### src/rtl/pkt_bridge_pkg.sv
package pkt_bridge_pkg;
  localparam int PKT_LEN    = 12;
  localparam int HDR_LEN    = 8;
  localparam int DATA_BYTES = PKT_LEN - HDR_LEN;
  localparam int DATA_W     = 8 * DATA_BYTES;
  localparam int ADDR_W     = 32;
  localparam int PERIPH_W   = 4;
  localparam int MEM_W      = ADDR_W - PERIPH_W;
  localparam int IDX_W      = $clog2(PKT_LEN);

  localparam logic [7:0] START_MARK = 8'hDE;
  localparam logic [7:0] SYNC_MARK  = 8'hCA;
  localparam logic [7:0] CMD_RD     = 8'h01;
  localparam logic [7:0] CMD_WR     = 8'h02;
  localparam int         SYNC_POS   = 7;

  typedef enum logic [1:0] {ST_HUNT, ST_COLLECT, ST_BUS, ST_SEND} stateT;

  // strobes from control to datapath
  typedef struct packed {
    logic             hdrLoad;
    logic             dataShift;
    logic             rdCapture;
    logic             failMark;
    logic [IDX_W-1:0] byteIdx;
  } dpCtlT;
endpackage

### src/rtl/pkt_bridge_dp.sv
module pkt_bridge_dp
  import pkt_bridge_pkg::*;
(
  input  logic              clk,
  input  dpCtlT             ctl,
  input  logic [7:0]        rxData,
  input  logic [DATA_W-1:0] busRdData,
  output logic [7:0]        cmdByte,
  output logic [ADDR_W-1:0] busAddr,
  output logic [DATA_W-1:0] busWrData,
  output logic [7:0]        txData
);
  logic [7:0]        hdr [HDR_LEN];
  logic [DATA_W-1:0] dataWord;
  logic [7:0]        dataLane [DATA_BYTES];

  always_ff @(posedge clk) begin
    if (ctl.hdrLoad) hdr[ctl.byteIdx[2:0]] <= rxData;
    if (ctl.dataShift)      dataWord <= {dataWord[DATA_W-9:0], rxData};
    else if (ctl.rdCapture) dataWord <= busRdData;
  end

  // data lanes, most significant byte first
  for (genvar g = 0; g < DATA_BYTES; g++) begin : gLane
    assign dataLane[g] = dataWord[DATA_W-1-8*g -: 8];
  end

  assign cmdByte   = hdr[1];
  assign busAddr   = {hdr[2], hdr[3], hdr[4], hdr[5]};
  assign busWrData = dataWord;

  always_comb begin
    if (ctl.byteIdx < IDX_W'(HDR_LEN)) begin
      txData = hdr[ctl.byteIdx[2:0]];
      if (ctl.byteIdx == IDX_W'(1) && ctl.failMark) txData[7] = 1'b1;
    end else begin
      txData = dataLane[ctl.byteIdx[1:0]];
    end
  end
endmodule

### src/rtl/pkt_bridge_ctl.sv
module pkt_bridge_ctl
  import pkt_bridge_pkg::*;
#(
  parameter int TIMEOUT_CYCLES = 256
)(
  input  logic       clk,
  input  logic       rst,
  input  logic       rxValid,
  input  logic [7:0] rxData,
  input  logic       txReady,
  input  logic       busDone,
  input  logic [7:0] cmdByte,
  output logic       rxReady,
  output logic       txValid,
  output logic       busRd,
  output logic       busWr,
  output logic       pktErr,
  output dpCtlT      ctl
);
  localparam int TMO_W = $clog2(TIMEOUT_CYCLES);
  localparam logic [TMO_W-1:0] TMO_LAST = TMO_W'(TIMEOUT_CYCLES - 1);
  localparam logic [IDX_W-1:0] IDX_LAST = IDX_W'(PKT_LEN - 1);

  stateT            state;
  logic [IDX_W-1:0] byteCnt;
  logic [TMO_W-1:0] tmoCnt;
  logic             fail;
  logic             errReg;
  logic             rxFire, txFire, isRd, isWr;

  assign isRd    = (cmdByte == CMD_RD);
  assign isWr    = (cmdByte == CMD_WR);
  assign rxReady = (state == ST_HUNT) || (state == ST_COLLECT);
  assign txValid = (state == ST_SEND);
  assign rxFire  = rxValid && rxReady;
  assign txFire  = txValid && txReady;
  assign busWr   = (state == ST_BUS) && isWr;
  assign busRd   = (state == ST_BUS) && isRd;
  assign pktErr  = errReg;

  always_comb begin
    ctl.byteIdx   = byteCnt;
    ctl.failMark  = fail;
    ctl.hdrLoad   = rxFire && ((state == ST_HUNT) ? (rxData == START_MARK)
                                                  : (byteCnt < IDX_W'(HDR_LEN)));
    ctl.dataShift = rxFire && (state == ST_COLLECT) && (byteCnt >= IDX_W'(HDR_LEN));
    ctl.rdCapture = busRd && busDone;
  end

  always_ff @(posedge clk) begin
    if (rst) begin
      state   <= ST_HUNT;
      byteCnt <= '0;
      tmoCnt  <= '0;
      fail    <= 1'b0;
      errReg  <= 1'b0;
    end else begin
      errReg <= 1'b0;
      unique case (state)
        ST_HUNT: if (rxFire) begin
          if (rxData == START_MARK) begin
            byteCnt <= IDX_W'(1);
            state   <= ST_COLLECT;
          end else begin
            errReg <= 1'b1;
          end
        end
        ST_COLLECT: if (rxFire) begin
          if (byteCnt == IDX_W'(SYNC_POS) && rxData != SYNC_MARK) begin
            errReg  <= 1'b1;
            byteCnt <= '0;
            state   <= ST_HUNT;
          end else if (byteCnt == IDX_LAST) begin
            byteCnt <= '0;
            tmoCnt  <= '0;
            if (isRd || isWr) begin
              fail  <= 1'b0;
              state <= ST_BUS;
            end else begin
              fail  <= 1'b1;
              state <= ST_SEND;
            end
          end else begin
            byteCnt <= byteCnt + 1'b1;
          end
        end
        ST_BUS: begin
          if (busDone) begin
            state <= ST_SEND;
          end else if (tmoCnt == TMO_LAST) begin
            fail  <= 1'b1;
            state <= ST_SEND;
          end else begin
            tmoCnt <= tmoCnt + 1'b1;
          end
        end
        ST_SEND: if (txFire) begin
          if (byteCnt == IDX_LAST) begin
            byteCnt <= '0;
            state   <= ST_HUNT;
          end else begin
            byteCnt <= byteCnt + 1'b1;
          end
        end
        default: state <= ST_HUNT;
      endcase
    end
  end

  // write strobe stays up until done or the last timeout cycle
  a_r4_wr_hold: assert property (@(posedge clk) disable iff (rst)
    (busWr && !busDone && tmoCnt != TMO_LAST) |=> busWr);
  // read strobe stays up the same way
  a_r5_rd_hold: assert property (@(posedge clk) disable iff (rst)
    (busRd && !busDone && tmoCnt != TMO_LAST) |=> busRd);
  // an expired transfer leads straight into a marked response
  a_r7_timeout_mark: assert property (@(posedge clk) disable iff (rst)
    ((busRd || busWr) && !busDone && tmoCnt == TMO_LAST) |=> (txValid && fail && !busRd && !busWr));
  // no byte is taken while the response is going out
  a_r9_rx_closed: assert property (@(posedge clk) disable iff (rst)
    txValid |-> !rxReady);
endmodule

### src/rtl/pkt_bridge.sv
module pkt_bridge
  import pkt_bridge_pkg::*;
#(
  parameter int TIMEOUT_CYCLES = 256
)(
  input  logic                clk,
  input  logic                rst,
  input  logic [7:0]          rxData,
  input  logic                rxValid,
  output logic                rxReady,
  output logic [7:0]          txData,
  output logic                txValid,
  input  logic                txReady,
  output logic [PERIPH_W-1:0] busPeriph,
  output logic [MEM_W-1:0]    busMemAddr,
  output logic [DATA_W-1:0]   busWrData,
  input  logic [DATA_W-1:0]   busRdData,
  output logic                busRd,
  output logic                busWr,
  input  logic                busDone,
  output logic                pktErr
);
  dpCtlT             ctl;
  logic [7:0]        cmdByte;
  logic [ADDR_W-1:0] busAddr;

  pkt_bridge_ctl #(.TIMEOUT_CYCLES(TIMEOUT_CYCLES)) ctl_i (
    .clk(clk), .rst(rst), .rxValid(rxValid), .rxData(rxData),
    .txReady(txReady), .busDone(busDone), .cmdByte(cmdByte),
    .rxReady(rxReady), .txValid(txValid), .busRd(busRd), .busWr(busWr),
    .pktErr(pktErr), .ctl(ctl)
  );

  pkt_bridge_dp dp_i (
    .clk(clk), .ctl(ctl), .rxData(rxData), .busRdData(busRdData),
    .cmdByte(cmdByte), .busAddr(busAddr), .busWrData(busWrData), .txData(txData)
  );

  assign busPeriph  = busAddr[ADDR_W-1 -: PERIPH_W];
  assign busMemAddr = busAddr[MEM_W-1:0];

  // a stalled response byte does not change
  a_r9_tx_hold: assert property (@(posedge clk) disable iff (rst)
    (txValid && !txReady) |=> (txValid && $stable(txData)));
  // address and data stay put while a write waits
  a_r4_bus_stable: assert property (@(posedge clk) disable iff (rst)
    (busWr && !busDone) |=> (!busWr || ($stable(busPeriph) && $stable(busMemAddr) && $stable(busWrData))));
  // a rejection never coincides with a bus strobe
  a_r3_err_no_strobe: assert property (@(posedge clk) disable iff (rst)
    pktErr |-> !(busRd || busWr));
  // after a rejection the bridge is back hunting
  a_r2_err_hunting: assert property (@(posedge clk) disable iff (rst)
    pktErr |-> (rxReady && !txValid));
endmodule

### config.mk
export PLATFORM = sky130hd
export DESIGN_NAME = pkt_bridge
export DESIGN_NICKNAME = d
export VERILOG_FILES = /design/src/rtl/pkt_bridge_pkg.sv /design/src/rtl/pkt_bridge_dp.sv /design/src/rtl/pkt_bridge_ctl.sv /design/src/rtl/pkt_bridge.sv
export SDC_FILE = /design/constraint.sdc
export NUM_CORES = 1
export LEC_CHECK = 0
export BUFFER_PORTS_ARGS = -buffer_cell sky130_fd_sc_hd__buf_2
export CORE_MARGIN = 1
export CORE_UTILIZATION = 58
export DETAILED_ROUTE_END_ITERATION = 12
export PLACE_DENSITY = 0.86
export SETUP_SLACK_MARGIN = 0.4
export SLEW_MARGIN = 20
export SYNTH_ARGS = -nofsm -noshare
export SYNTH_HDL_FRONTEND = slang
export SYNTH_SLANG_ARGS = --single-unit
### constraint.sdc
create_clock -name clk -period 3.6 [get_ports clk]
set_input_delay 0.36 -clock clk [delete_from_list [all_inputs] [get_ports clk]]
set_output_delay 0.36 -clock clk [all_outputs]
set_load 0.05 [all_outputs]
## Yosys cells after proc, flatten, opt, wreduce, memory -nomap -nowiden

Memory sizes are Yosys's and may differ from the RTL's. A register that Yosys moved wholly into a read port is not among the register bits.
Index checks and enable logic that the tools add are counted.

| storage, ports and cells | value |
|---|---|
| register bits | 48 |
| input bits | 45 |
| output and inout bits | 77 |
| memories kept | 1 |
| bits in writable memories | 64 |

| operators by class | value |
|---|---|
| bitwise gates (word level) | 1 |
| add/subtract/negate cells | 2 |
| equality and inequality tests | 23 |
| reduce and logical (&&, ||, !) cells | 20 |
| muxes and demuxes | 48 |
| order comparisons | 3 |

Memories:

| memory | depth | bits a word | rd ports | clocked after memory_dff | wr ports | RTL line | source |
|---|---|---|---|---|---|---|---|
| dp_i.hdr | 8 | 8 | 6 | 1 | 1 | pkt_bridge_dp.sv:13 | `logic [7:0] hdr [HDR_LEN];` |

Operator list:

| operator | number |
|---|---|
| $mux 32 | 2 |
| $mux 8 | 8 |
| $mux 4 | 6 |
| $mux 2 | 9 |
| $bmux 8 s2 | 1 |
| $eq 8x8->1 const B | 2 |
| $ne 2x2->1 const B | 8 |
| $pmux 8 s2 | 1 |
| $mux 1 | 15 |
| $pmux 4 s3 | 1 |
| $reduce_and 6->1 | 2 |
| $logic_and 1x1->1 | 10 |
| $add 8x1->8 const B | 1 |
| $eq 8x1->1 const B | 1 |
| $eq 8x2->1 const B | 1 |
| $ne 8x8->1 const B | 1 |
| $pmux 2 s4 | 1 |
| $reduce_and 7->1 | 1 |
| $mux 3 | 2 |
| $ne 3x3->1 const B | 2 |
| $reduce_and 5->1 | 1 |
| $add 4x1->4 const B | 1 |
| $eq 2x2->1 const B | 2 |
| $eq 4x1->1 const B | 1 |
| other kinds (13) | 17 |

## Longest topological paths before layout

An unclocked memory read counts as a cell.

| logic depth | value |
|---|---|
| depth after elaboration | 8 |
| gate-level depth with buffers | 7 |
| gate-level depth less buffers | 5 |

## Hierarchy

Synthesis repeated with hierarchy kept, for this count alone.

| second synthesis, totals | value |
|---|---|
| cell total of the unflattened synthesis | 390 |
| area total of the unflattened synthesis | 5446.5 µm² |

By module, submodules not included:

| module | instances | sequential area each (µm²) | area each (µm²) | cells each |
|---|---|---|---|---|
| pkt_bridge_dp | 1 | 2882.8 | 4275.4 | 249 |
| pkt_bridge_ctl | 1 | 320.3 | 1171.1 | 141 |

## Least setup slack after synthesis

No wires, ideal clock.

| timing | value |
|---|---|
| path type | register to register |
| start | memory dp_i.hdr[1][6] |
| end | register dp_i.dataWord[0] (netlist: dp_i.busWrData[0]) (enable) |
| data required time | 3212 ps |
| period minus slack after synthesis | 3346 ps |
| arrival | 2958 ps |
| setup slack | 254 ps |
| cell stages (with the launch flop) | 5 |
| path through | edfxtp_1 > nor4_1 > nand4_1 > nor3b_1 > a21o_1 |

RTL lines:

| element | RTL line | source |
|---|---|---|
| from (decl) | pkt_bridge_dp.sv:13 |  |
| to (signal assigned) | pkt_bridge_dp.sv:19 | `if (ctl.dataShift) dataWord <= {dataWord[DATA_W-9:0], rxData};` |
| to (signal assigned) | pkt_bridge_dp.sv:20 | `else if (ctl.rdCapture) dataWord <= busRdData;` |
| to (decl) | pkt_bridge_dp.sv:14 | `logic [DATA_W-1:0] dataWord;` |

==> metrics.cfg <==
[global_routing]
antenna_found_initial=1
grt_usage_pct=28.78
grt-ovfl-total=0
grt_max_degree=34
grt_pass1_wl_um=20360
grt_pass1_vias=3855

[place]
gp_congestion=0.9018
dpl.hpwl_um=9129
dp.cells=625
io_buffers=121

[sta]
hold_violations=0
worst_slew_pin_slew_ns=0.9863
skew_ns=0.01083
finalCriticalPeriod_ns=2.947
rsz0062_at_grt=false
setup_violations=0
tns_ns=0
timing.fmax_mhz=339.3
final.period_utilization_pct=81.86
slew_violations=0
relSlewSlack_pct=34.01

[worst_setup_path]
cp.buffers_inverters=1
rr_startpoint=dp_i.hdr[1][5]
path_cells=mux4_2, mux2i_1, o21ai_0, buf_2
cpPeakStageDelay_ns=0.79
start_kind=flop
critical_path_required_ns=3.24
crit_path_end_kind=output pin
crit_type=reg -> out
path_delay_family=multiplexers
crit_slowest_cell=dfxtp_1
crit_fanout=15
arrival_ns=2.59

[cells_and_area]
fin_cells=657
layout_commonest_cell=buf_2
fillerInstances=563
drive_gt1_share_pct=35.52
finalNetCount=585
diodes=0
final_cell_mix=121 x buf_2, 113 x nand2_1, 96 x edfxtp_1, 24 x mux4_2, 18 x dfxtp_1
syn_to_final_growth_pct=24.31

[floorplanning]
core_um2=8763
start_util_pct=60.09
die_height_um=97.29
top_level_ports=122
die_w_um=97.29
dieArea_um2=9465
row_count=34

[synth]
syn_inst=409
synth_nets=458
ys_types=47
ys.flop_type=edfxtp_1
syn_avg_cell_area_um2=12.88
ys_ff_latch=115
ys_warn_count=0
syn-cell-area_um2=5266
ys_seq_area_share_pct=61.96
synth_edf_count=96
synthArstFlopShare_pct=0

[clock_tree]
htreeDepth=4
cts_tree=built
cts.path.max_buffers=2
cts.sinks=115
clk_pin_slew_ns=0.06
cts-root-buf=clkbuf_8
clock_latency_ns=0.52
postCtsSetupRepairBufs=0
cts_buffers=17
hold_buffers=0
cts_resized=0

[power]
p_leak_nw=2.499
pwr-share-comb_pct=2.4
switching_power_mw=0.6156
sw_frac_of_total_pct=19.85
internal-power_mw=2.486
power_frac_seq_pct=46.5
vdd_drop_max_v=0.0003526
clkPwrFrac_pct=51.0
pwr_density_cell_nw_per_um2=473.7

[drt]
vias_per_cell=5.988
drt-met1-wl_um=5107
drt_pass1_iterations=5
dr_wl_met3_um=1132
wirelength_um=12980
wl_met2_um=6379
wl_per_cell_um=19.75
drc_errors=0
top_layer_used=met4
drt_iter0_markers=426
num_vias=3934
postRouteAntennaNets=0

[worst_hold_path]
hold_start=busRdData[12]
hold_path_class=in -> reg

[flow_run]
maxCapViolCount=0

[status]
run_status=complete, no violations

==> logic make-up (layout without fill, tap and decap cells) <==
kind of cell             count (synthesis)  in the layout  synth area share [%]
buffers and inverters                   30            170                 2.708
AND/OR/NAND/NOR                        175            175                 15.30
flip-flops                             115            115                 61.96
adder cells (fa/ha/maj)                  4              4                0.9504
XOR/XNOR                                 1              1                0.1663
multiplexers                            36             36                 12.54
AO/OA/AOI/OAI                           48             48                 6.368
==> final cells by class <==
cell class / instances / area (um^2) / area share (%)
Multi-Input combinational cell: 264 / 1866 / 28.50
Timing Repair Buffer: 130 / 673.1 / 10.28
Tap cell: 108 / 135.1 / 2.064
Inverter: 8 / 30.03 / 0.4587
Clock buffer: 26 / 539.3 / 8.238
Clock inverter: 6 / 38.79 / 0.5925
Sequential cell: 115 / 3264 / 49.87
==> state kept, by name, summed over array words and instances, names as in the netlist, named ones only <==
register	flops
ctl_i.fail	1
dp_i.busWrData	32
ctl_i.state	1
ctl_i.byteCnt	4
ctl_i.pktErr	1
dp_i.hdr	64
ctl_i.tmoCnt	8
==> path summary, 6_finish.rpt <==
path / endpoint / slack, ns / cells past startpoint
setup / recovery: txData[0] / 0.65 / 4
hold / removal: dp_i.busWrData[12] / 0.10 / 3
setup reg to reg: dp_i.busWrData[27] / 1.20 / 5
hold reg to reg: ctl_i.tmoCnt[6] / 0.48 / 2
==> per-stage QoR <==
| stage | utilization, % | power (mW) | hold WS (ns) | worst slack (ns) | cell area, um^2 |
|---|---|---|---|---|---|
| 3_3_place_gp | 68.09 | 1.540 | 0.4548 | 1.178 | 5967 |
| 2_1_floorplan | - | 1.499 | 0.4429 | 0.7845 | 5271 |
| 3_5_place_dp | 68.09 | 1.543 | 0.4703 | 1.013 | 5967 |
| 5_1_grt | 74.70 | 3.177 | 0.1025 | 0.5368 | 6546 |
| 6_report | 74.70 | 3.101 | 0.1010 | 0.6529 | 6546 |
| 4_1_cts | 74.69 | 3.110 | 0.08370 | 0.5078 | 6545 |
==> power by group through the flow <==
stage	clock network, mW	logic (mW)	registers (mW)
floorplan	0	0.0277	1.47
global placement	0	0.0711	1.47
detailed placement	0	0.0741	1.47
CTS	1.59	0.0751	1.44
global route	1.65	0.0833	1.44
finish	1.58	0.0759	1.44
==> worst register-to-register path, cell delays in order, from the launching register on <==
cell	delay [ns]
edfxtp_1	0.41
nor4_1	0.60
nand4_1	0.22
nor3b_2	0.29
a21o_1	0.15
buf_4	0.36
==> per-layer routing <==
metal	global-route usage, %	vias to the layer above
li1	-	1788
met1	37.47	1867
met2	45.07	238
met3	6.835	41
met4	15.61	0
met5	0	-
==> synthesized netlist by cell type, types with 6 or more instances <==
cell,n,share of area (%)
mux2i_1,12,2.3
buf_2,6,0.57
a21oi_1,12,1.1
inv_1,8,0.57
nor2_1,14,1.0
edfxtp_1,96,55
nand2b_1,9,1.1
mux4_2,24,10
dfxtp_1,19,7.2
o21ai_0,11,1.0
nand3_1,14,1.3
clkbuf_1,11,0.78
nand2_1,113,8.1
Power figures use the tool's default switching activity.
